`src/rtl/mbox_pkg.sv`:
```
package mbox_pkg;
  localparam int REG_W     = 32;
  localparam int SRC_N     = 4;
  localparam int EXT_N     = SRC_N - 2;
  localparam int SLOT_N    = 7;
  localparam int RATE_W    = 19;
  localparam int CHAN_W    = 4;
  localparam int ADDR_W    = 3;
  localparam int VALID_BIT = 30;

  localparam logic [ADDR_W-1:0] ADDR_STATUS = 3'd0;
  localparam logic [ADDR_W-1:0] ADDR_MASK   = 3'd1;
  localparam logic [ADDR_W-1:0] ADDR_ENABLE = 3'd2;
  localparam logic [ADDR_W-1:0] ADDR_SCR0   = 3'd3;
  localparam logic [ADDR_W-1:0] ADDR_SCR1   = 3'd4;

  // load strobes from control to datapath
  typedef struct packed {
    logic loadScr0;
    logic loadScr1;
  } mboxStrobe_t;

  // slot order is behavioural: slot index = position in this list
  function automatic logic [RATE_W-1:0] slotRate(input int idx);
    case (idx)
      0:       slotRate = RATE_W'(32000);
      1:       slotRate = RATE_W'(44100);
      2:       slotRate = RATE_W'(48000);
      3:       slotRate = RATE_W'(88200);
      4:       slotRate = RATE_W'(96000);
      5:       slotRate = RATE_W'(176400);
      default: slotRate = RATE_W'(192000);
    endcase
  endfunction
endpackage

```
`src/rtl/mbox_ctrl.sv`:
```
module mbox_ctrl
  import mbox_pkg::*;
(
  input  logic              clk,
  input  logic              rstN,
  input  logic              codecWrEn,
  input  logic              codecWrSel,
  input  logic [EXT_N-1:0]  extEvent,
  input  logic [ADDR_W-1:0] hostAddr,
  input  logic              hostWrEn,
  input  logic [SRC_N-1:0]  hostWrData,
  input  logic [REG_W-1:0]  scr0Q,
  input  logic [REG_W-1:0]  scr1Q,
  output logic [REG_W-1:0]  hostRdData,
  output mboxStrobe_t       strobe,
  output logic              irq
);
  logic [SRC_N-1:0] statusQ, maskQ, enableQ;
  logic [SRC_N-1:0] setVec, clrVec, statusD;
  logic             irqQ;

  always_comb begin
    strobe.loadScr0 = codecWrEn && !codecWrSel;
    strobe.loadScr1 = codecWrEn && codecWrSel;
  end

  assign setVec  = {extEvent, strobe.loadScr1, strobe.loadScr0};
  assign clrVec  = (hostWrEn && hostAddr == ADDR_STATUS) ? hostWrData : '0;
  assign statusD = (statusQ & ~clrVec) | setVec;

  always_ff @(posedge clk) begin
    if (!rstN) begin
      statusQ <= '0;
      maskQ   <= '0;
      enableQ <= '0;
      irqQ    <= 1'b0;
    end else begin
      statusQ <= statusD;
      if (hostWrEn && hostAddr == ADDR_MASK)   maskQ   <= hostWrData;
      if (hostWrEn && hostAddr == ADDR_ENABLE) enableQ <= hostWrData;
      irqQ <= |(statusQ & maskQ & enableQ);
    end
  end

  assign irq = irqQ;

  always_comb begin
    case (hostAddr)
      ADDR_STATUS: hostRdData = REG_W'(statusQ);
      ADDR_MASK:   hostRdData = REG_W'(maskQ);
      ADDR_ENABLE: hostRdData = REG_W'(enableQ);
      ADDR_SCR0:   hostRdData = scr0Q;
      ADDR_SCR1:   hostRdData = scr1Q;
      default:     hostRdData = '0;
    endcase
  end

  // a codec write to scratch 0 always records its event
  a_r2_scr0_event: assert property (@(posedge clk) disable iff (!rstN)
    (codecWrEn && !codecWrSel) |=> statusQ[0]);

  // external event pulse records status bit 2
  a_r3_ext_event: assert property (@(posedge clk) disable iff (!rstN)
    extEvent[0] |=> statusQ[2]);

  // clear without a competing set removes the bit
  a_r4_clear: assert property (@(posedge clk) disable iff (!rstN)
    (hostWrEn && hostAddr == ADDR_STATUS && hostWrData[0] &&
     !(codecWrEn && !codecWrSel)) |=> !statusQ[0]);

  // set beats clear on the same bit
  a_r5_set_wins: assert property (@(posedge clk) disable iff (!rstN)
    (codecWrEn && codecWrSel && hostWrEn && hostAddr == ADDR_STATUS &&
     hostWrData[1]) |=> statusQ[1]);

  // no source both unmasked and enabled means no interrupt next cycle
  a_r6_gate: assert property (@(posedge clk) disable iff (!rstN)
    ((maskQ & enableQ) == '0) |=> !irq);
endmodule

```
`src/rtl/mbox_datapath.sv`:
```
module mbox_datapath
  import mbox_pkg::*;
(
  input  logic              clk,
  input  logic              rstN,
  input  mboxStrobe_t       strobe,
  input  logic [REG_W-1:0]  codecWrData,
  output logic [REG_W-1:0]  scr0Q,
  output logic [REG_W-1:0]  scr1Q,
  output logic              streamValid,
  output logic [RATE_W-1:0] sampleRate,
  output logic [CHAN_W:0]   channelCount,
  output logic [SLOT_N-1:0] rateSlot,
  output logic              rateSupported,
  output logic              audioEnable
);
  localparam int PROD_W = RATE_W + 4;

  logic              baseSel;
  logic [2:0]        mulF, divF;
  logic [CHAN_W-1:0] chanF;
  logic [RATE_W-1:0] baseRate;
  logic [PROD_W-1:0] prod, quot;

  always_ff @(posedge clk) begin
    if (!rstN) begin
      scr0Q <= '0;
      scr1Q <= '0;
    end else begin
      if (strobe.loadScr0) scr0Q <= codecWrData;
      if (strobe.loadScr1) scr1Q <= codecWrData;
    end
  end

  assign baseSel  = scr0Q[14];
  assign mulF     = scr0Q[13:11];
  assign divF     = scr0Q[10:8];
  assign chanF    = scr0Q[CHAN_W-1:0];
  assign baseRate = baseSel ? RATE_W'(44100) : RATE_W'(48000);
  assign prod     = PROD_W'(baseRate) * PROD_W'({1'b0, mulF} + 4'd1);
  assign quot     = prod / PROD_W'({1'b0, divF} + 4'd1);

  assign sampleRate   = RATE_W'(quot);
  assign channelCount = {1'b0, chanF} + 1'b1;
  assign streamValid  = scr0Q[VALID_BIT];

  for (genvar g = 0; g < SLOT_N; g++) begin : g_slot
    assign rateSlot[g] = (sampleRate == slotRate(g));
  end

  assign rateSupported = |rateSlot;
  assign audioEnable   = streamValid && rateSupported;

  // at most one slot is ever selected
  a_r10_onehot: assert property (@(posedge clk) disable iff (!rstN)
    $onehot0(rateSlot));

  // writing a stopped stream disables audio on the next cycle
  a_r11_stop: assert property (@(posedge clk) disable iff (!rstN)
    (strobe.loadScr0 && !codecWrData[VALID_BIT]) |=> !audioEnable);

  // scratch 0 only changes on its own write
  a_r2_hold: assert property (@(posedge clk) disable iff (!rstN)
    !strobe.loadScr0 |=> $stable(scr0Q));
endmodule

```
`src/rtl/scratch_mailbox.sv`:
```
module scratch_mailbox
  import mbox_pkg::*;
(
  input  logic              clk,
  input  logic              rstN,
  input  logic              codecWrEn,
  input  logic              codecWrSel,
  input  logic [REG_W-1:0]  codecWrData,
  input  logic [EXT_N-1:0]  extEvent,
  input  logic [ADDR_W-1:0] hostAddr,
  input  logic              hostWrEn,
  input  logic [SRC_N-1:0]  hostWrData,
  output logic [REG_W-1:0]  hostRdData,
  output logic              irq,
  output logic              streamValid,
  output logic [RATE_W-1:0] sampleRate,
  output logic [CHAN_W:0]   channelCount,
  output logic [SLOT_N-1:0] rateSlot,
  output logic              rateSupported,
  output logic              audioEnable
);
  mboxStrobe_t      strobe;
  logic [REG_W-1:0] scr0Q, scr1Q;

  mbox_ctrl u_ctrl (
    .clk(clk), .rstN(rstN),
    .codecWrEn(codecWrEn), .codecWrSel(codecWrSel), .extEvent(extEvent),
    .hostAddr(hostAddr), .hostWrEn(hostWrEn), .hostWrData(hostWrData),
    .scr0Q(scr0Q), .scr1Q(scr1Q),
    .hostRdData(hostRdData), .strobe(strobe), .irq(irq)
  );

  mbox_datapath u_dp (
    .clk(clk), .rstN(rstN), .strobe(strobe), .codecWrData(codecWrData),
    .scr0Q(scr0Q), .scr1Q(scr1Q),
    .streamValid(streamValid), .sampleRate(sampleRate),
    .channelCount(channelCount), .rateSlot(rateSlot),
    .rateSupported(rateSupported), .audioEnable(audioEnable)
  );
endmodule

```
`config.mk`:
```
export PLATFORM = sky130hd
export DESIGN_NAME = scratch_mailbox
export DESIGN_NICKNAME = d
export VERILOG_FILES = /design/src/rtl/mbox_pkg.sv /design/src/rtl/mbox_ctrl.sv /design/src/rtl/mbox_datapath.sv /design/src/rtl/scratch_mailbox.sv
export SDC_FILE = /design/constraint.sdc
export NUM_CORES = 1
export LEC_CHECK = 0
export BUFFER_PORTS_ARGS = -buffer_cell sky130_fd_sc_hd__buf_2
export CAP_MARGIN = 0
export CORE_ASPECT_RATIO = 1.75
export CORE_MARGIN = 10
export CORE_UTILIZATION = 45
export DETAILED_ROUTE_END_ITERATION = 8
export PLACE_DENSITY_LB_ADDON = 0.05
export SETUP_SLACK_MARGIN = 0.2
export SKIP_LAST_GASP = 1
export SLEW_MARGIN = 20
export SYNTH_ARGS = -nofsm -noshare
export SYNTH_HDL_FRONTEND = slang
export SYNTH_SLANG_ARGS = --single-unit
```
`constraint.sdc`:
```
create_clock -name clk -period 106 [get_ports clk]
set_input_delay 10.6 -clock clk [delete_from_list [all_inputs] [get_ports clk]]
set_output_delay 10.6 -clock clk [all_outputs]
set_load 0.01 [all_outputs]
```
==> flow_summary.json, run 1 <==
{
  "grt_max_degree": 56,
  "syn_inst": 1977,
  "hold_depth": 2,
  "antenna_left": 0,
  "path_common_cell": "o21a_1",
  "fin_nets": 2214,
  "rsz0062_at_grt": "no",
  "die_y_um": 255,
  "htree_levels": 3,
  "cts_root_buf": "clkbuf_16",
  "routed_wl_um": 49500,
  "r2r_cells": 3,
  "synth.distinct_cells": 137,
  "maxCapViolations": 0,
  "yosysTopAreaCellShare_pct": 10.8,
  "required_ns": 95.40,
  "critical_path.slowest_cell": "or4_1",
  "routabilityCongestion": 0.941,
  "die_w_um": 155,
  "holdPathEnd": "u_dp.scr0Q[18]$_SDFFE_PN0P_",
  "hold_start": "u_dp.scr0Q[18]$_SDFFE_PN0P_",
  "antenna_found_initial": 0,
  "placed_area_mm2": 0.0151,
  "hold_violations": 0,
  "yosys.area.top_type": "dfxtp_1",
  "worstSetupStartpoint": "u_dp.scr0Q[11]$_SDFFE_PN0P_",
  "async_flop_share_pct": 0,
  "fill_cells": 3227,
  "status": "complete, no violations",
  "cts_made_buffers": 9,
  "avgSynthCellArea_um2": 7.21,
  "period_share_pct": 67.4,
  "drive_above_1_share_pct": 14.2,
  "cpPeakStageDelay_ns": 0.76,
  "io_pins": 113,
  "report.final.slew_viol_count": 0,
  "startpoint_type": "flip-flop",
  "ys_ff_latch": 77,
  "clk_pin_slew_worst_paths_ns": 0.06,
  "slew_headroom_pct": 30.7,
  "die_area_mm2": 0.0395,
  "yosysWarnings": 0,
  "hpwlAfterDp_um": 40600,
  "tightest_slew_ns": 1.01,
  "cts_sinks": 77,
  "wire_per_inst_um": 20.3,
  "synthesis.area_mm2": 0.0143,
  "post_cts_resized": 0,
  "placed_cells": 2428,
  "cts_tree": "built",
  "clockBufferDepth": 2,
  "layout_min_cycle_time_ns": 71.47,
  "clock_skew_ns": 0.00646,
  "cts_hold_buf": 0,
  "hp-class": "reg2reg",
  "design_area_mm2": 0.0154,
  "remaining_drc_errors": 0,
  "io_buffers": 112,
  "setup_viol": 0,
  "worstPathMaxFanout": 16,
  "clk_latency_ns": 0.35,
  "timing.setup.tns_ns": 0,
  "fmax_mhz": 14.0,
  "synth_edf_count": 0,
  "grt_pass1_wl_um": 78900,
  "core_mm2": 0.0314,
  "drtPass1Iterations": 5,
  "r2r_setup_slack_ns": 105.01,
  "rows": 86,
  "grt_usage_pct": 23.8,
  "r2r_start": "u_dp.scr0Q[8]$_SDFFE_PN0P_",
  "yosysSeqAreaShare_pct": 10.8,
  "fin_cells": 2444,
  "synthTopCellsByArea": "dfxtp_1 (11%), ha_1 (10%), a21oi_1 (6.8%)",
  "post_drt_via_cell_ratio": 6.34,
  "worstPathArrival_ns": 60.87,
  "first_global_vias": 15300,
  "cts_setup_buffers": 0,
  "diodes": 0,
  "synth_ff_type": "dfxtp_1",
  "r2r_end": "u_dp.scr0Q[8]$_SDFFE_PN0P_",
  "area_growth_pct": 7.95,
  "start_util_pct": 45.4,
  "drt-initial-drc-count": 817,
  "cp-end-kind": "output port",
  "whs_ns": 0.454,
  "grt_overflow": 0,
  "vias": 15500,
  "crit_type": "reg2out"
}
-- sequential cells by signal, summed over array words and instances (netlist names) --
signal          count
u_dp.scr0Q         32
u_dp.scr1Q         32
u_ctrl.maskQ        4
u_ctrl.irq          1
u_ctrl.statusQ      4
u_ctrl.enableQ      4
-- layout by cell type (no fill, tap or decap), drive strengths merged, types with 25 or more instances in the layout --
cell type  instances
mux2i             25
nand2b            32
nand3             56
nor2             151
buf              124
nor3             104
a22o              34
a21oi            199
xnor2             49
ha               115
or2               31
nand4             33
mux2              29
and2              27
inv               75
xor2              37
and3              27
o21ai             88
nand2            244
dfxtp             77
a21o              37
o21a              49
nor4              32
-- layer usage --
layer	GRT usage, %	wire, um	share of wire [%]
met3	2.44	1740	3.5
met5	0	0	0
met4	12.4	2500	5.1
met1	23.9	18100	37
met2	46.3	27100	55
-- through the flow --
step	setup slack [ns]	utilization, %
2_1_floorplan	45.97	-
3_3_place_gp	36.75	48.1
3_5_place_dp	35.69	48.1
4_1_cts	35.10	49.0
5_1_grt	29.71	49.0
6_report	34.53	49.0
-- Yosys cell counts, drive strengths merged (37+ instances only) --
cell,n
a21oi,199
o21a,49
nand2,244
o21ai,88
xnor2,49
nand3,56
inv,72
nor3,104
xor2,37
ha,115
nor2,151
a21o,37
clkbuf,42
dfxtp,77
-- final cells by class --
class	count	area, um2	share of cell area, %
multi-input cells	1759	12200	78.9
flip-flops and latches	77	1540	10.0
repair buffers	124	651	4.23
well taps	396	495	3.22
inverters	72	270	1.76
clock buffers	9	225	1.46
clock inverters	7	57.6	0.374
-- cells by family (layout without fill, tap and decap cells) --
group / Yosys count / in the layout / synth area share, %
and+or+nand+nor: 839 / 839 / 31.3
AOI/OAI and AO/OA: 652 / 652 / 32.5
buffers and inverters: 142 / 212 / 4.12
adders and majority gates: 125 / 125 / 11.5
xor gates and xnor gates: 87 / 87 / 5.63
DFF: 77 / 77 / 10.8
muxes: 54 / 54 / 4.12
other: 1 / 2 / 0.0263
-- critical path: cells and delay by family, from the launching register on --
kind,cells,cell delay (ns)
mux,2,0.67
buf+inv,18,2.96
xor+xnor,1,0.20
fa+ha+maj,26,7.79
flops,1,0.65
simple gates,89,24.33
compound gates,99,23.73
-- worst max path at each step --
stage                  endpoint  slack, ns  cells past startpoint
finish              rateSlot[5]      34.53                    235
global route        rateSlot[2]      29.71                    233
CTS                 rateSlot[5]      35.10                    231
detailed placement  rateSlot[5]      35.69                    231
global placement    rateSlot[2]      36.75                    232
floorplan           rateSlot[2]      45.97                    250
Power of run 1 is left out: the tool's default activity adds up to more than one toggle a clock period on the data nets, which glitch-free logic cannot reach.
==> inputs of run 2 (changes only) <==
- clock period: 106 -> 72.8 ns (I/O delays scaled with it)
==> run 2 against run 1 <==
Against the previous run: final area grew 0.19%; sequential share of layout area is essentially flat; utilization increased by 0.096 points; critical path depth down 1; first-iteration DRC count fell by 16%; critical path type unchanged.
==> flow_summary.json, run 2 (synthesized netlist as in run 1, its figures left out) <==
{
  "drive_above_1_share_pct": 14.2,
  "reg_top3": "u_dp.scr0Q: 32 flops, u_dp.scr1Q: 32 flops",
  "cp-end-kind": "output port",
  "critical_path.slowest_cell": "or4_1",
  "area_growth_pct": 8.16,
  "setup_viol": 0,
  "fill_cells": 3258,
  "post_cts_resized": 0,
  "post_drt_via_cell_ratio": 6.26,
  "period_share_pct": 92.8,
  "diodes": 0,
  "required_ns": 65.52,
  "htree_levels": 3,
  "start_util_pct": 45.4,
  "cts_made_buffers": 9,
  "clockBufferDepth": 2,
  "io_pins": 113,
  "die_y_um": 255,
  "grt_overflow": 0,
  "top_layer_used": "met5",
  "dr_wl_met3_um": 1490,
  "placed_area_mm2": 0.0151,
  "fmax_mhz": 14.8,
  "rows": 86,
  "io_buffers": 112,
  "first_global_vias": 15500,
  "status": "complete, no violations",
  "rsz0062_at_grt": "no",
  "hpwlAfterDp_um": 39900,
  "hp-class": "reg2reg",
  "die_w_um": 155,
  "layout_common_cells": "nand2_1 (240), a21oi_1 (193), nor2_1 (146)",
  "tightest_slew_ns": 1.03,
  "drtPass1Iterations": 7,
  "worstPathArrival_ns": 60.27,
  "routabilityCongestion": 0.962,
  "report.final.slew_viol_count": 0,
  "cts_hold_buf": 0,
  "final_common_cell": "nand2_1",
  "antenna_left": 0,
  "antenna_found_initial": 1,
  "cts_setup_buffers": 0,
  "wl_met1_um": 18100,
  "worstPathMaxFanout": 16,
  "grt_usage_pct": 23.7,
  "slew_headroom_pct": 29.8,
  "cts_root_buf": "clkbuf_16",
  "wire_per_inst_um": 19.9,
  "cts_tree": "built",
  "remaining_drc_errors": 0,
  "clock_skew_ns": 0.00402,
  "cpPeakStageDelay_ns": 0.77,
  "crit_type": "reg2out",
  "clk_latency_ns": 0.36,
  "wl_met2_um": 26900,
  "fin_nets": 2215,
  "finalWorstSetupSlack_ns": 5.25,
  "timing.setup.tns_ns": 0,
  "die_area_mm2": 0.0395,
  "routed_wl_um": 48600,
  "core_mm2": 0.0314,
  "layout_min_cycle_time_ns": 67.55,
  "pre_cts_ws_ns": 6.12,
  "vias": 15300,
  "design_area_mm2": 0.0154,
  "clk_pin_slew_worst_paths_ns": 0.07,
  "grt_max_degree": 50,
  "hold_violations": 0,
  "drt-initial-drc-count": 684,
  "startpoint_type": "flip-flop",
  "path_common_cell": "o21a_1",
  "grt_pass1_wl_um": 79000,
  "cts_sinks": 77,
  "maxCapViolations": 0
}
[run 2: cell count changes in the layout (fill, tap and decap cells not counted)]
cell and delta:
bufinv_16 +1, clkinvlp_4 -2, buf_4 +1, clkinv_4 +1, a2111oi_1 -1, a2111oi_0 +1
[run 2: critical path: cells and delay by family (launching register included)]
family,cells,cell delay [ns]
xor+xnor,1,0.19
mux,2,0.68
compound gates,98,23.58
buf+inv,19,3.09
flops,1,0.63
fa+ha+maj,26,7.95
simple gates,88,23.69
[run 2: final cells by class]
cell class | instances | area, um2 | share of cell area (%)
Clock buffer | 9 | 225 | 1.46
Clock inverter | 7 | 81.3 | 0.527
Inverter | 72 | 270 | 1.75
Multi-Input combinational cell | 1759 | 12100 | 78.8
Sequential cell | 77 | 1540 | 10.0
Tap cell | 396 | 495 | 3.21
Timing Repair Buffer | 125 | 658 | 4.27
[run 2: stage by stage]
step / std cells / util (%) / hold slack (ns)
final: 2445 / 49.1 / 0.454
after global routing: 2445 / 49.1 / 0.477
after CTS: 2445 / 49.1 / 0.456
after detailed placement: 2429 / 48.1 / 0.447
after global placement: 2429 / 48.1 / 0.441
after floorplan: 1978 / - / 0.436
[run 2: path summary, 6_finish.rpt]
path | slack (ns) | start | depth (start not counted) | end
worst max register to register | 71.78 | u_dp.scr0Q[8]$_SDFFE_PN0P_ | 3 | u_dp.scr0Q[8]$_SDFFE_PN0P_
worst min register to register | 0.45 | u_dp.scr0Q[7]$_SDFFE_PN0P_ | 2 | u_dp.scr0Q[7]$_SDFFE_PN0P_
worst max-delay path | 5.25 | u_dp.scr0Q[11]$_SDFFE_PN0P_ | 234 | rateSlot[3]
worst min-delay path | 0.45 | u_dp.scr0Q[7]$_SDFFE_PN0P_ | 2 | u_dp.scr0Q[7]$_SDFFE_PN0P_
[run 2: metal layers]
layer / up-vias / GRT usage, %
met1: 7238 / 23.8
met4: 2 / 11.0
li1: 7607 / -
met5: - / 0
met3: 127 / 2.42
met2: 331 / 46.4
Power of run 2 is left out for the same reason.
